$ cat src/rtl/xcm_pkg.sv
package xcm_pkg;
  localparam int unsigned CNT_W   = 16;
  localparam int unsigned NUM_OUT = 5;

  typedef enum int unsigned {
    OUT_PAY   = 0,
    OUT_LAST  = 1,
    OUT_FIRST = 2,
    OUT_LOW   = 3,
    OUT_VCSEL = 4
  } xcm_out_e;

  typedef struct packed {
    logic dir_rx;
    logic aal5_pay;
    logic cell_last;
    logic pkt_last;
    logic pkt_first;
    logic rxbuf_last;
    logic seg_err;
  } xcm_word_t;
endpackage

$ cat src/rtl/xcm_rst_sync.sv
module xcm_rst_sync #(
  parameter int unsigned STAGES = 2
) (
  input  logic clk,
  input  logic rst_n,
  output logic rst_sn
);
  localparam int unsigned TOP = STAGES - 1;

  logic [TOP:0] sync_q;
  logic [TOP:0] sync_d;

  always_comb begin
    sync_d = {sync_q[TOP-1:0], 1'b1};
  end

  always_ff @(posedge clk or negedge rst_n) begin
    if (!rst_n) sync_q <= '0;
    else        sync_q <= sync_d;
  end

  assign rst_sn = sync_q[TOP];
endmodule

$ cat src/rtl/xcm_edge_latch.sv
module xcm_edge_latch #(
  parameter int unsigned W = 2
) (
  input  logic         clk,
  input  logic         rst_sn,
  input  logic         attn_n,
  input  logic [W-1:0] d,
  output logic [W-1:0] q
);
  logic         attn_q;
  logic         fall;
  logic [W-1:0] q_r;
  logic [W-1:0] q_d;

  always_comb begin
    fall = attn_q & ~attn_n;
    q_d  = fall ? d : q_r;
  end

  always_ff @(posedge clk or negedge rst_sn) begin
    if (!rst_sn) begin
      attn_q <= 1'b0;
      q_r    <= '0;
    end else begin
      attn_q <= attn_n;
      q_r    <= q_d;
    end
  end

  assign q = q_r;

  AST_LATCH_LOAD: assert property (@(posedge clk) disable iff (!rst_sn)
    (attn_q && !attn_n) |=> (q == $past(d)));
  AST_LATCH_HOLD: assert property (@(posedge clk) disable iff (!rst_sn)
    !(attn_q && !attn_n) |=> $stable(q));
endmodule

$ cat src/rtl/xcm_word_flags.sv
module xcm_word_flags
  import xcm_pkg::*;
(
  input  logic      clk,
  input  logic      rst_sn,
  input  logic      word_vld,
  input  xcm_word_t w,
  output logic      last_o,
  output logic      first_o
);
  logic end_pkt;
  logic end_buf;
  logic end_err;
  logic last_hit;
  logic first_hit;
  logic last_q, last_d;
  logic first_q, first_d;

  always_comb begin
    end_pkt   = w.aal5_pay & w.cell_last & w.pkt_last;
    end_buf   = w.dir_rx & w.rxbuf_last;
    end_err   = w.dir_rx & w.seg_err & w.cell_last & w.pkt_last;
    last_hit  = end_pkt | end_buf | end_err;
    first_hit = w.dir_rx & w.aal5_pay & w.pkt_first & w.cell_last;
    last_d    = word_vld ? last_hit  : last_q;
    first_d   = word_vld ? first_hit : first_q;
  end

  always_ff @(posedge clk or negedge rst_sn) begin
    if (!rst_sn) begin
      last_q  <= 1'b0;
      first_q <= 1'b0;
    end else begin
      last_q  <= last_d;
      first_q <= first_d;
    end
  end

  assign last_o  = last_q;
  assign first_o = first_q;

  AST_FLAGS_IDLE_HOLD: assert property (@(posedge clk) disable iff (!rst_sn)
    !word_vld |=> ($stable(last_q) && $stable(first_q)));
  AST_FIRST_NOT_TX: assert property (@(posedge clk) disable iff (!rst_sn)
    (word_vld && !w.dir_rx) |=> !first_q);
  AST_LAST_RXBUF: assert property (@(posedge clk) disable iff (!rst_sn)
    (word_vld && w.dir_rx && w.rxbuf_last) |=> last_q);
  AST_LAST_PKT_END: assert property (@(posedge clk) disable iff (!rst_sn)
    (word_vld && w.aal5_pay && w.cell_last && w.pkt_last) |=> last_q);
endmodule

$ cat src/rtl/xcm_level_cmp.sv
module xcm_level_cmp #(
  parameter int unsigned CW = 16
) (
  input  logic          clk,
  input  logic          rst_sn,
  input  logic [CW-1:0] cnt,
  input  logic [CW-1:0] thr,
  output logic          low_o
);
  logic low_q;
  logic low_d;

  always_comb begin
    low_d = (cnt <= thr);
  end

  always_ff @(posedge clk or negedge rst_sn) begin
    if (!rst_sn) low_q <= 1'b0;
    else         low_q <= low_d;
  end

  assign low_o = low_q;

  AST_LOW_ZERO_CNT: assert property (@(posedge clk) disable iff (!rst_sn)
    (cnt == '0) |=> low_q);
  AST_LOW_MAX_CNT: assert property (@(posedge clk) disable iff (!rst_sn)
    ((cnt == '1) && (thr != '1)) |=> !low_q);
endmodule

$ cat src/rtl/xfer_class_mon.sv
module xfer_class_mon
  import xcm_pkg::*;
(
  input  logic             clk,
  input  logic             rst_n,
  input  logic             mon_en,
  input  logic             attn_n,
  input  logic             word_vld,
  input  logic             dir_rx,
  input  logic             aal5_pay,
  input  logic             cell_last,
  input  logic             pkt_last,
  input  logic             pkt_first,
  input  logic             rxbuf_last,
  input  logic             seg_err,
  input  logic             vc_mon_bit,
  input  logic [CNT_W-1:0] tx_cells_left,
  input  logic [CNT_W-1:0] cells_thresh,
  output logic             pay_o,
  output logic             pay_oe,
  output logic             last_o,
  output logic             last_oe,
  output logic             first_o,
  output logic             first_oe,
  output logic             low_o,
  output logic             low_oe,
  output logic             vcsel_o,
  output logic             vcsel_oe
);
  localparam int unsigned LATCH_W = 2;

  logic               rst_sn;
  logic [LATCH_W-1:0] latch_d;
  logic [LATCH_W-1:0] latch_q;
  logic [NUM_OUT-1:0] oe_vec;
  xcm_word_t          wflags;

  xcm_rst_sync #(.STAGES(2)) u_rst (
    .clk    (clk),
    .rst_n  (rst_n),
    .rst_sn (rst_sn)
  );

  always_comb begin
    latch_d           = {vc_mon_bit, aal5_pay};
    wflags.dir_rx     = dir_rx;
    wflags.aal5_pay   = aal5_pay;
    wflags.cell_last  = cell_last;
    wflags.pkt_last   = pkt_last;
    wflags.pkt_first  = pkt_first;
    wflags.rxbuf_last = rxbuf_last;
    wflags.seg_err    = seg_err;
  end

  xcm_edge_latch #(.W(LATCH_W)) u_latch (
    .clk    (clk),
    .rst_sn (rst_sn),
    .attn_n (attn_n),
    .d      (latch_d),
    .q      (latch_q)
  );

  xcm_word_flags u_words (
    .clk      (clk),
    .rst_sn   (rst_sn),
    .word_vld (word_vld),
    .w        (wflags),
    .last_o   (last_o),
    .first_o  (first_o)
  );

  xcm_level_cmp #(.CW(CNT_W)) u_cmp (
    .clk    (clk),
    .rst_sn (rst_sn),
    .cnt    (tx_cells_left),
    .thr    (cells_thresh),
    .low_o  (low_o)
  );

  assign pay_o   = latch_q[0];
  assign vcsel_o = latch_q[1];

  for (genvar g = 0; g < NUM_OUT; g++) begin : g_oe
    assign oe_vec[g] = mon_en;
  end

  assign pay_oe   = oe_vec[OUT_PAY];
  assign last_oe  = oe_vec[OUT_LAST];
  assign first_oe = oe_vec[OUT_FIRST];
  assign low_oe   = oe_vec[OUT_LOW];
  assign vcsel_oe = oe_vec[OUT_VCSEL];

  AST_OE_UNIFORM: assert property (@(posedge clk) disable iff (!rst_sn)
    (oe_vec == '0) || (oe_vec == '1));
  AST_RESET_QUIET: assert property (@(posedge clk)
    !rst_n |-> !(pay_o || last_o || first_o || low_o || vcsel_o));
endmodule

$ cat config.mk
export PLATFORM = sky130hd
export DESIGN_NAME = xfer_class_mon
export DESIGN_NICKNAME = d
export VERILOG_FILES = /design/src/rtl/xcm_pkg.sv /design/src/rtl/xcm_rst_sync.sv /design/src/rtl/xcm_edge_latch.sv /design/src/rtl/xcm_word_flags.sv /design/src/rtl/xcm_level_cmp.sv /design/src/rtl/xfer_class_mon.sv
export SDC_FILE = /design/constraint.sdc
export NUM_CORES = 1
export LEC_CHECK = 0
export ABC_CLOCK_PERIOD_IN_PS = 800
export CAP_MARGIN = 10
export CORE_MARGIN = 5
export CORE_UTILIZATION = 50
export CTS_CLUSTER_DIAMETER = 60
export DETAILED_ROUTE_END_ITERATION = 8
export DONT_BUFFER_PORTS = 1
export HOLD_SLACK_MARGIN = 0.02
export PLACE_DENSITY = 0.71
export SYNTH_ARGS = -nofsm -noshare
export SYNTH_HDL_FRONTEND = slang
export SYNTH_SLANG_ARGS = --single-unit
$ cat constraint.sdc
create_clock -name clk -period 0.8 [get_ports clk]
set_input_delay 0.08 -clock clk [delete_from_list [all_inputs] [get_ports clk]]
set_output_delay 0.08 -clock clk [all_outputs]
set_load 0.03 [all_outputs]
* Yosys cells after proc, flatten, opt, wreduce, memory -nomap -nowiden *
Index checks and enable logic that the tools add are counted.
W data, S select, Z words.

storage, ports and cells
  register bits = 8

cells by class
  order comparisons = 1
  bitwise logic cells = 13

operator list
  cell            number
  $le A16 B16 Y1  1
  $and A1 B1 Y1   10
  $or A1 B1 Y1    2
  $not A1 Y1      1

* Logic depth before layout (Yosys ltp) *
Gate-level depths: netlist of the first run.

  depth after elaboration = 4
  gate-level depth with buffers = 6
  mapped depth without buffers = 6

* By module *
Synthesis of the first run repeated with hierarchy kept, for this count alone.

unflattened totals
  cell total of the unflattened synthesis = 81
  area total of the unflattened synthesis = 743.2 sq um

modules (own cells, without submodules)
  module          instances  cells an instance  area an instance (sq um)  seq. area each (sq um)
  xcm_level_cmp   1          57                 435.4                     25.0
  xcm_edge_latch  1          6                  118.9                     75.1
  xcm_word_flags  1          10                 97.6                      50.0
  xcm_rst_sync    1          3                  53.8                      50.0
  xfer_class_mon  1          5                  37.5                      0.0

* Worst setup path before layout of the first run *
OpenSTA, ideal clock, no wires.

  kind = input-to-reg
  start point = input port cells_thresh[14]
  end point = register u_cmp.low_q, in the netlist u_cmp.low_o
  library setup time = 92 ps
  arrival time = 1142 ps
  slack = -434 ps
  stages on the path = 6
  buffers on the path = 0
  cells stage by stage = inv_1 -> ha_1 -> a21oi_1 -> nand2_1 -> a221o_1 -> o31ai_2

on the way
  cells in the longest elaborated chain, start to end = 1

RTL lines
  what                  line                  text
  start, declared       xfer_class_mon.sv:18  input logic [CNT_W-1:0] cells_thresh,
  $le A16 B16 Y1        xcm_level_cmp.sv:14   low_d = (cnt <= thr);
  net u_cmp.low_d       xcm_level_cmp.sv:11   logic low_d;
  end signal, assigned  xcm_level_cmp.sv:19   else low_q <= low_d;
  end, declared         xcm_level_cmp.sv:10   logic low_q;

The timed path passes the listed nets, and every way through them passes these cells.
A chain may end at the register's enable or synchronous reset.

* Final worst setup path of the first run *
  start point = input port cells_thresh[10]
  end point = register u_cmp.low_q, in the netlist u_cmp.low_o

Same word-level chain as after synthesis.

==> impl_results.md, run 1 <==
- Mux cell area share after synthesis: 4.475%
- Global-route wire length before repair: 2566 um
- Most area-hungry cell type in the Yosys netlist: dfrtp_1
- WS Path Type: primary input to flip-flop
- Switch Pwr: 0.0003752 W
- Synth Area in Adders: 27.54%
- CORE AREA: 1334 um^2
- Final Hold Vio Count: 0
- CP top delay family: simple AND/OR/NAND/NOR gates
- Final antenna-violating net count: 0
- Initial DRC Count: 10
- Nets: 157
- Layout area overhead: 43.20%
- Cell internal pwr: 0.0008832 W
- Critical R2R Launch: u_latch.attn_q
- Max Buffers Root-to-Sink: 2
- Average size of a mapped cell: 9.087 um^2
- Slowest CP cell: nor4_2
- P_leak: 0.4713 nW
- Final WL: 1791 um
- P per Cell Area: 1209 nW/um^2
- DRC: 0
- Final setup violation count: 8
- Initial Utilization: 54.50%
- Worst IR Drop VDD: 0.9972 mV
- Setup crit start: cells_thresh[10]
- Via count: 607
- First drt pass iteration count: 4
- Total clock buffers created by CTS: 3
- Placed insts: 97
- Seq pwr share: 38.4%
- Synth Net Count: 141
- Setup Skew: 0.007942 ns
- Crit path max fanout: 2
- Total Routing Usage GR: 16.15%
- Pre-CTS setup slack: -0.4336 ns
- Max_cap viols: 0
- Startpoint Class: primary input
- Sink Count: 8
- IO Count: 55
- CP required: 0.94 ns
- Vias in the first global route: 668
- Primary FF master, synth: dfrtp_1
- Row Count: 13
- Crit share post-route: 122.0%
- Post-DP HPWL: 1327 um
- Htree depth: 1
- Critical Path, Cell by Cell: inv_2 -> ha_4 -> nand4_1 -> nor4_2 -> a21boi_2 -> o31ai_2
- Final worst path period need: 0.9757 ns
- IO Port Bufs: 0
- Clock-pin slew of the registers on the worst-case setup and hold paths: 0.06 ns
- Post-synthesis async set-or-reset flop share: 100.0%
- CTS tree: done
- Critical path endpoint category: flip-flop
- Yosys top cell area share: 27.54%
- Die width: 48.13 um
- Largest family of logic cells by synthesized area: adder cells
- Unrepaired setup endpoints after global routing: yes
- Netlist cell types: 23
- Remaining global-route overflow: 0
- Commonest cells in the netlist: 17 x inv_1, 16 x ha_1, 8 x dfrtp_1, 7 x a21oi_1, 5 x buf_4
- Seq/Total Area, Yosys: 27.54%
- Synthesis-stage register bit count: 8
- Post-synth EDFFs: 0
- Worst setup slack after layout: -0.1757 ns
- Post-Synthesis Cells: 80
- Via density: 5.518
- Count leader, synth: inv_1
- Filler cells: 87
- Largest net degree at the start of global routing: 7
- Clk Latency, worst-skew pair: 0.26 ns
- YS warnings: 0
- Critical Path AT: 1.12 ns
- Netlist Area Pre-Place: 726.9 um^2
- Die area: 2317 um^2
- Non-filler cells in the finished layout: 110
- CP bufs+invs: 1
- Share of layout cells above drive strength 1: 43.16%
- Part of the power in the clock network: 26.0%
- Gpl congestion: 0.6265
- Max Slew Vio Count: 0
- Die H: 48.13 um
- Outcome: finished with violations
- Failing checks: setup timing
- Synth area leaders: dfrtp_1 28%, ha_1 28%, inv_1 8.8%, buf_4 5.2%, a21oi_1 4.8%
- Synth Area in Compound Gates: 14.29%
- HP Class: primary input to flip-flop
- Min-delay src: pkt_first
- Simple-Gate Fraction of Synth Area: 11.70%
- Clock root buffer: clkbuf_4
- Wirelength per Cell: 16.28 um
- Switching Fraction: 29.82%
- N_diodes: 0
- Power share of the combinational group: 35.6%
- Initial antenna violation count: 0
- Worst path max stage delay: 0.33 ns
- Peak Freq: 1025 MHz
- XOR/XNOR Fraction of Synth Area: 0%
## registers in the layout, indices dropped and copies added, names as in the netlist
signal	cells
u_cmp.low_o	1
u_rst.sync_q	2
u_words.first_o	1
u_latch.attn_q	1
u_latch.q	2
u_words.last_o	1
## path summary, 6_finish.rpt
path / endpoint / depth (start not counted) / slack, ns
max reg2reg: u_latch.q[1] / 2 / -0.12
min reg2reg: u_cmp.low_o / 0 / 0.08
max: u_cmp.low_o / 6 / -0.18
max in group asynchronous: u_latch.q[0] / 0 / 0.51
min: u_words.first_o / 2 / 0.03
min in group asynchronous: u_rst.sync_q[1] / 1 / 0.07
## cell families (layout without fill, tap and decap cells)
family / count (synthesis) / count (layout)
buffers and inverters: 22 / 37
adders and majority gates: 16 / 16
AOI/OAI and AO/OA: 15 / 15
and+or+nand+nor: 15 / 15
DFF: 8 / 8
muxes: 3 / 3
other: 1 / 1
## layout make-up
cell class | instances | area, um^2 | area share, %
multi-input cells | 50 | 561.8 | 53.97
flip-flops and latches | 8 | 202.7 | 19.47
repair buffers | 16 | 152.6 | 14.66
inverters | 17 | 78.83 | 7.572
clock buffers | 4 | 26.28 | 2.524
well taps | 15 | 18.77 | 1.803
## per-layer routing
metal | part of all wire, % | vias up | GRT usage [%]
met4 | 3.9 | 0 | 9.140
li1 | - | 303 | -
met1 | 34 | 259 | 14.67
met3 | 11 | 6 | 5.535
met5 | 0 | - | 0
met2 | 51 | 39 | 30.61
## power by group through the flow
stage	registers (W)	clock network, W	logic (W)
after detailed placement	0.000486	0	0.000352
after global placement	0.000484	0	0.000343
after CTS	0.000483	0.000335	0.000439
final	0.000483	0.000327	0.000448
after floorplan	0.000529	0	0.000254
after global routing	0.000488	0.000351	0.000497
## metrics by stage
stage / utilization [%] / total power [W] / hold slack (ns) / setup TNS, ns / instance area (um^2)
6_report: 78.05 / 0.001258 / 0.02538 / -0.7243 / 1041
5_1_grt: 78.05 / 0.001336 / 0.03495 / -0.9389 / 1041
4_1_cts: 78.05 / 0.001257 / 0.02201 / -0.6491 / 1041
3_5_place_dp: 63.60 / 0.0008380 / -0.2155 / -0.6272 / 848.3
3_3_place_gp: 63.60 / 0.0008265 / -0.2155 / -0.6102 / 848.3
2_1_floorplan: - / 0.0007825 / -0.2156 / -0.4705 / 814.5
## cell usage in the layout, fill, tap and decap left out, drive strengths merged, types with 2 or more instances in the layout
| cell type | netlist | layout |
|---|---|---|
| dlygate4sd3 | 0 | 7 |
| a21oi | 7 | 7 |
| nand3 | 2 | 2 |
| inv | 17 | 17 |
| dfrtp | 8 | 8 |
| buf | 5 | 9 |
| clkbuf | 0 | 4 |
| o21ai | 2 | 2 |
| ha | 16 | 16 |
| mux2 | 2 | 2 |
| nand4 | 4 | 4 |
| nand2 | 3 | 3 |
| nor2 | 2 | 2 |
## timing repair
item / CTS / global route
hold buffers: 7 / 0
gates resized for setup: 15 / 0
hold endpoints to repair: 7 / 0
buffers inserted: 2 / 0
pin swaps: 9 / 0
setup endpoints to repair: 8 / 8
Note: power is estimated with default switching activity, not from simulation.
==> run 2: changes to the inputs <==
--- a/config.mk
+++ b/config.mk
@@ -7,6 +7,7 @@
 export LEC_CHECK = 0
 export ABC_CLOCK_PERIOD_IN_PS = 800
 export CAP_MARGIN = 10
+export CORE_ASPECT_RATIO = 0.9
 export CORE_MARGIN = 5
 export CORE_UTILIZATION = 50
 export CTS_CLUSTER_DIAMETER = 60
==> impl_results.md, run 2 (synthesis results as in run 1) <==
- Final antenna-violating net count: 0
- P per Cell Area: 1216 nW/um^2
- Htree depth: 1
- Final setup violation count: 8
- Crit. path cell count: 2
- Critical Path AT: 1.08 ns
- Switch Pwr: 0.0003945 W
- Final Hold Vio Count: 0
- CP required: 0.95 ns
- Gpl congestion: 0.6579
- Post-Route Utilization: 74.71%
- Slowest CP cell: dfrtp_1
- Critical R2R Launch: u_latch.attn_q
- Unrepaired setup endpoints after global routing: yes
- Multi-input gate area: 568.0 um^2
- Initial Utilization: 51.37%
- Clock-pin slew of the registers on the worst-case setup and hold paths: 0.06 ns
- Worst IR Drop VDD: 0.8038 mV
- Final worst path period need: 0.9255 ns
- Max Buffers Root-to-Sink: 2
- Failing checks: setup timing
- Worst Setup EP: u_latch.q[0]
- WS Path Type: flip-flop to flip-flop
- N_diodes: 0
- Clock root buffer: clkbuf_4
- Row Count: 13
- Critical path endpoint category: flip-flop
- Reg-to-Reg End: u_latch.q[0]
- Die H: 46.18 um
- P_leak: 0.4744 nW
- Post-DP HPWL: 1325 um
- IO Port Bufs: 0
- Worst setup slack after layout: -0.1255 ns
- Most common cell after layout, fill and taps aside: ha_4
- HP Class: primary input to asynchronous set/reset pin
- Total Routing Usage GR: 16.86%
- Peak Freq: 1081 MHz
- Vias in the first global route: 703
- Crit path max fanout: 2
- Final WL: 1800 um
- R2R setup slack: -0.13 ns
- Worst path max stage delay: 0.36 ns
- Initial DRC Count: 2
- Setup crit start: u_latch.attn_q
- Startpoint Class: flip-flop
- CP bufs+invs: 0
- Setup Skew: 0.008529 ns
- Wirelength per Cell: 16.36 um
- IO Count: 55
- Clk Latency, worst-skew pair: 0.27 ns
- Share of layout cells above drive strength 1: 43.16%
- Commonest cells after routing, fill and taps aside: 10 x ha_4, 8 x inv_1, 8 x dlygate4sd3_1
- Sink Count: 8
- Pre-CTS setup slack: -0.4429 ns
- Critical Path, Cell by Cell: nand2b_1 -> mux2_4
- Via count: 606
- Die width: 50.19 um
- Cell internal pwr: 0.0008909 W
- Total clock buffers created by CTS: 3
- Via density: 5.509
- Layout area overhead: 45.44%
- CP top delay family: flip-flops
- Outcome: finished with violations
- CTS tree: done
- Initial antenna violation count: 0
- DRC: 0
- R2R cell count: 2
- Nets: 157
- Max Slew Vio Count: 0
- Die area: 2318 um^2
- Part of the power in the clock network: 27.0%
- Reg area: 202.7 um^2
- Filler cells: 108
- Power share of the combinational group: 35.3%
- Remaining global-route overflow: 0
- First drt pass iteration count: 4
- Largest net degree at the start of global routing: 7
- CORE AREA: 1415 um^2
- Crit share post-route: 115.7%
- Switching Fraction: 30.69%
- Seq pwr share: 37.6%
- Max_cap viols: 0
- Global-route wire length before repair: 2856 um
run 2: changes by cell type in the layout (fill, tap and decap cells not counted):
cell | before | now
nand2_1 | 3 | 2
a21oi_2 | 1 | 2
inv_1 | 7 | 8
a21oi_1 | 6 | 5
buf_4 | 5 | 4
nand2_2 | 0 | 1
dlygate4sd3_1 | 7 | 8
inv_8 | 0 | 1
inv_2 | 8 | 6
run 2: layout make-up:
class	count	share of cell area [%]
inverter	17	8.166
sequential	8	19.17
timing repair buffer	16	14.67
clock buffer	4	2.485
multi-input combinational	50	53.73
tap	15	1.775
run 2: per-layer routing:
metal	vias up	part of all wire [%]	global-route usage [%]
li1	299	-	-
met1	272	38	16.40
met2	31	52	30.83
met3	4	7.6	5.825
met4	0	2.0	10.47
met5	-	0	0
run 2: worst min-delay path by stage:
stage | slack [ns] | to
2_1_floorplan | -0.22 | u_rst.sync_q[0]
3_3_place_gp | -0.22 | u_rst.sync_q[1]
3_5_place_dp | -0.22 | u_rst.sync_q[1]
4_1_cts | 0.05 | u_rst.sync_q[1]
5_1_grt | 0.05 | u_rst.sync_q[0]
6_report | 0.05 | u_rst.sync_q[1]
run 2: what timing repair did:
action,CTS,global route
pin swaps,10,1
hold buffers,8,0
gates resized for setup,19,0
setup buffers,1,0
endpoints found under the setup margin,8,8
endpoints found under the hold margin,7,0
run 2: power by group through the flow:
| stage | sequential (W) | clock (W) | combinational, W |
|---|---|---|---|
| 3_5_place_dp | 0.000485 | 0 | 0.000355 |
| 6_report | 0.000484 | 0.000348 | 0.000454 |
| 3_3_place_gp | 0.000484 | 0 | 0.000341 |
| 5_1_grt | 0.000490 | 0.000376 | 0.000504 |
| 2_1_floorplan | 0.000529 | 0 | 0.000254 |
| 4_1_cts | 0.000483 | 0.000347 | 0.000451 |
run 2: metrics by stage:
stage          cell area, um^2  TNS [ns]  total power [W]  std cells  hold slack, ns
2_1_floorplan            814.5   -0.4705        0.0007825         80         -0.2156
3_3_place_gp             848.3   -0.5975        0.0008253         97         -0.2155
3_5_place_dp             848.3   -0.6460        0.0008409         97         -0.2156
4_1_cts                   1057   -0.7237         0.001281        110         0.04919
5_1_grt                   1057   -0.9925         0.001371        110         0.05118
6_report                  1057   -0.7528         0.001285        110         0.05260
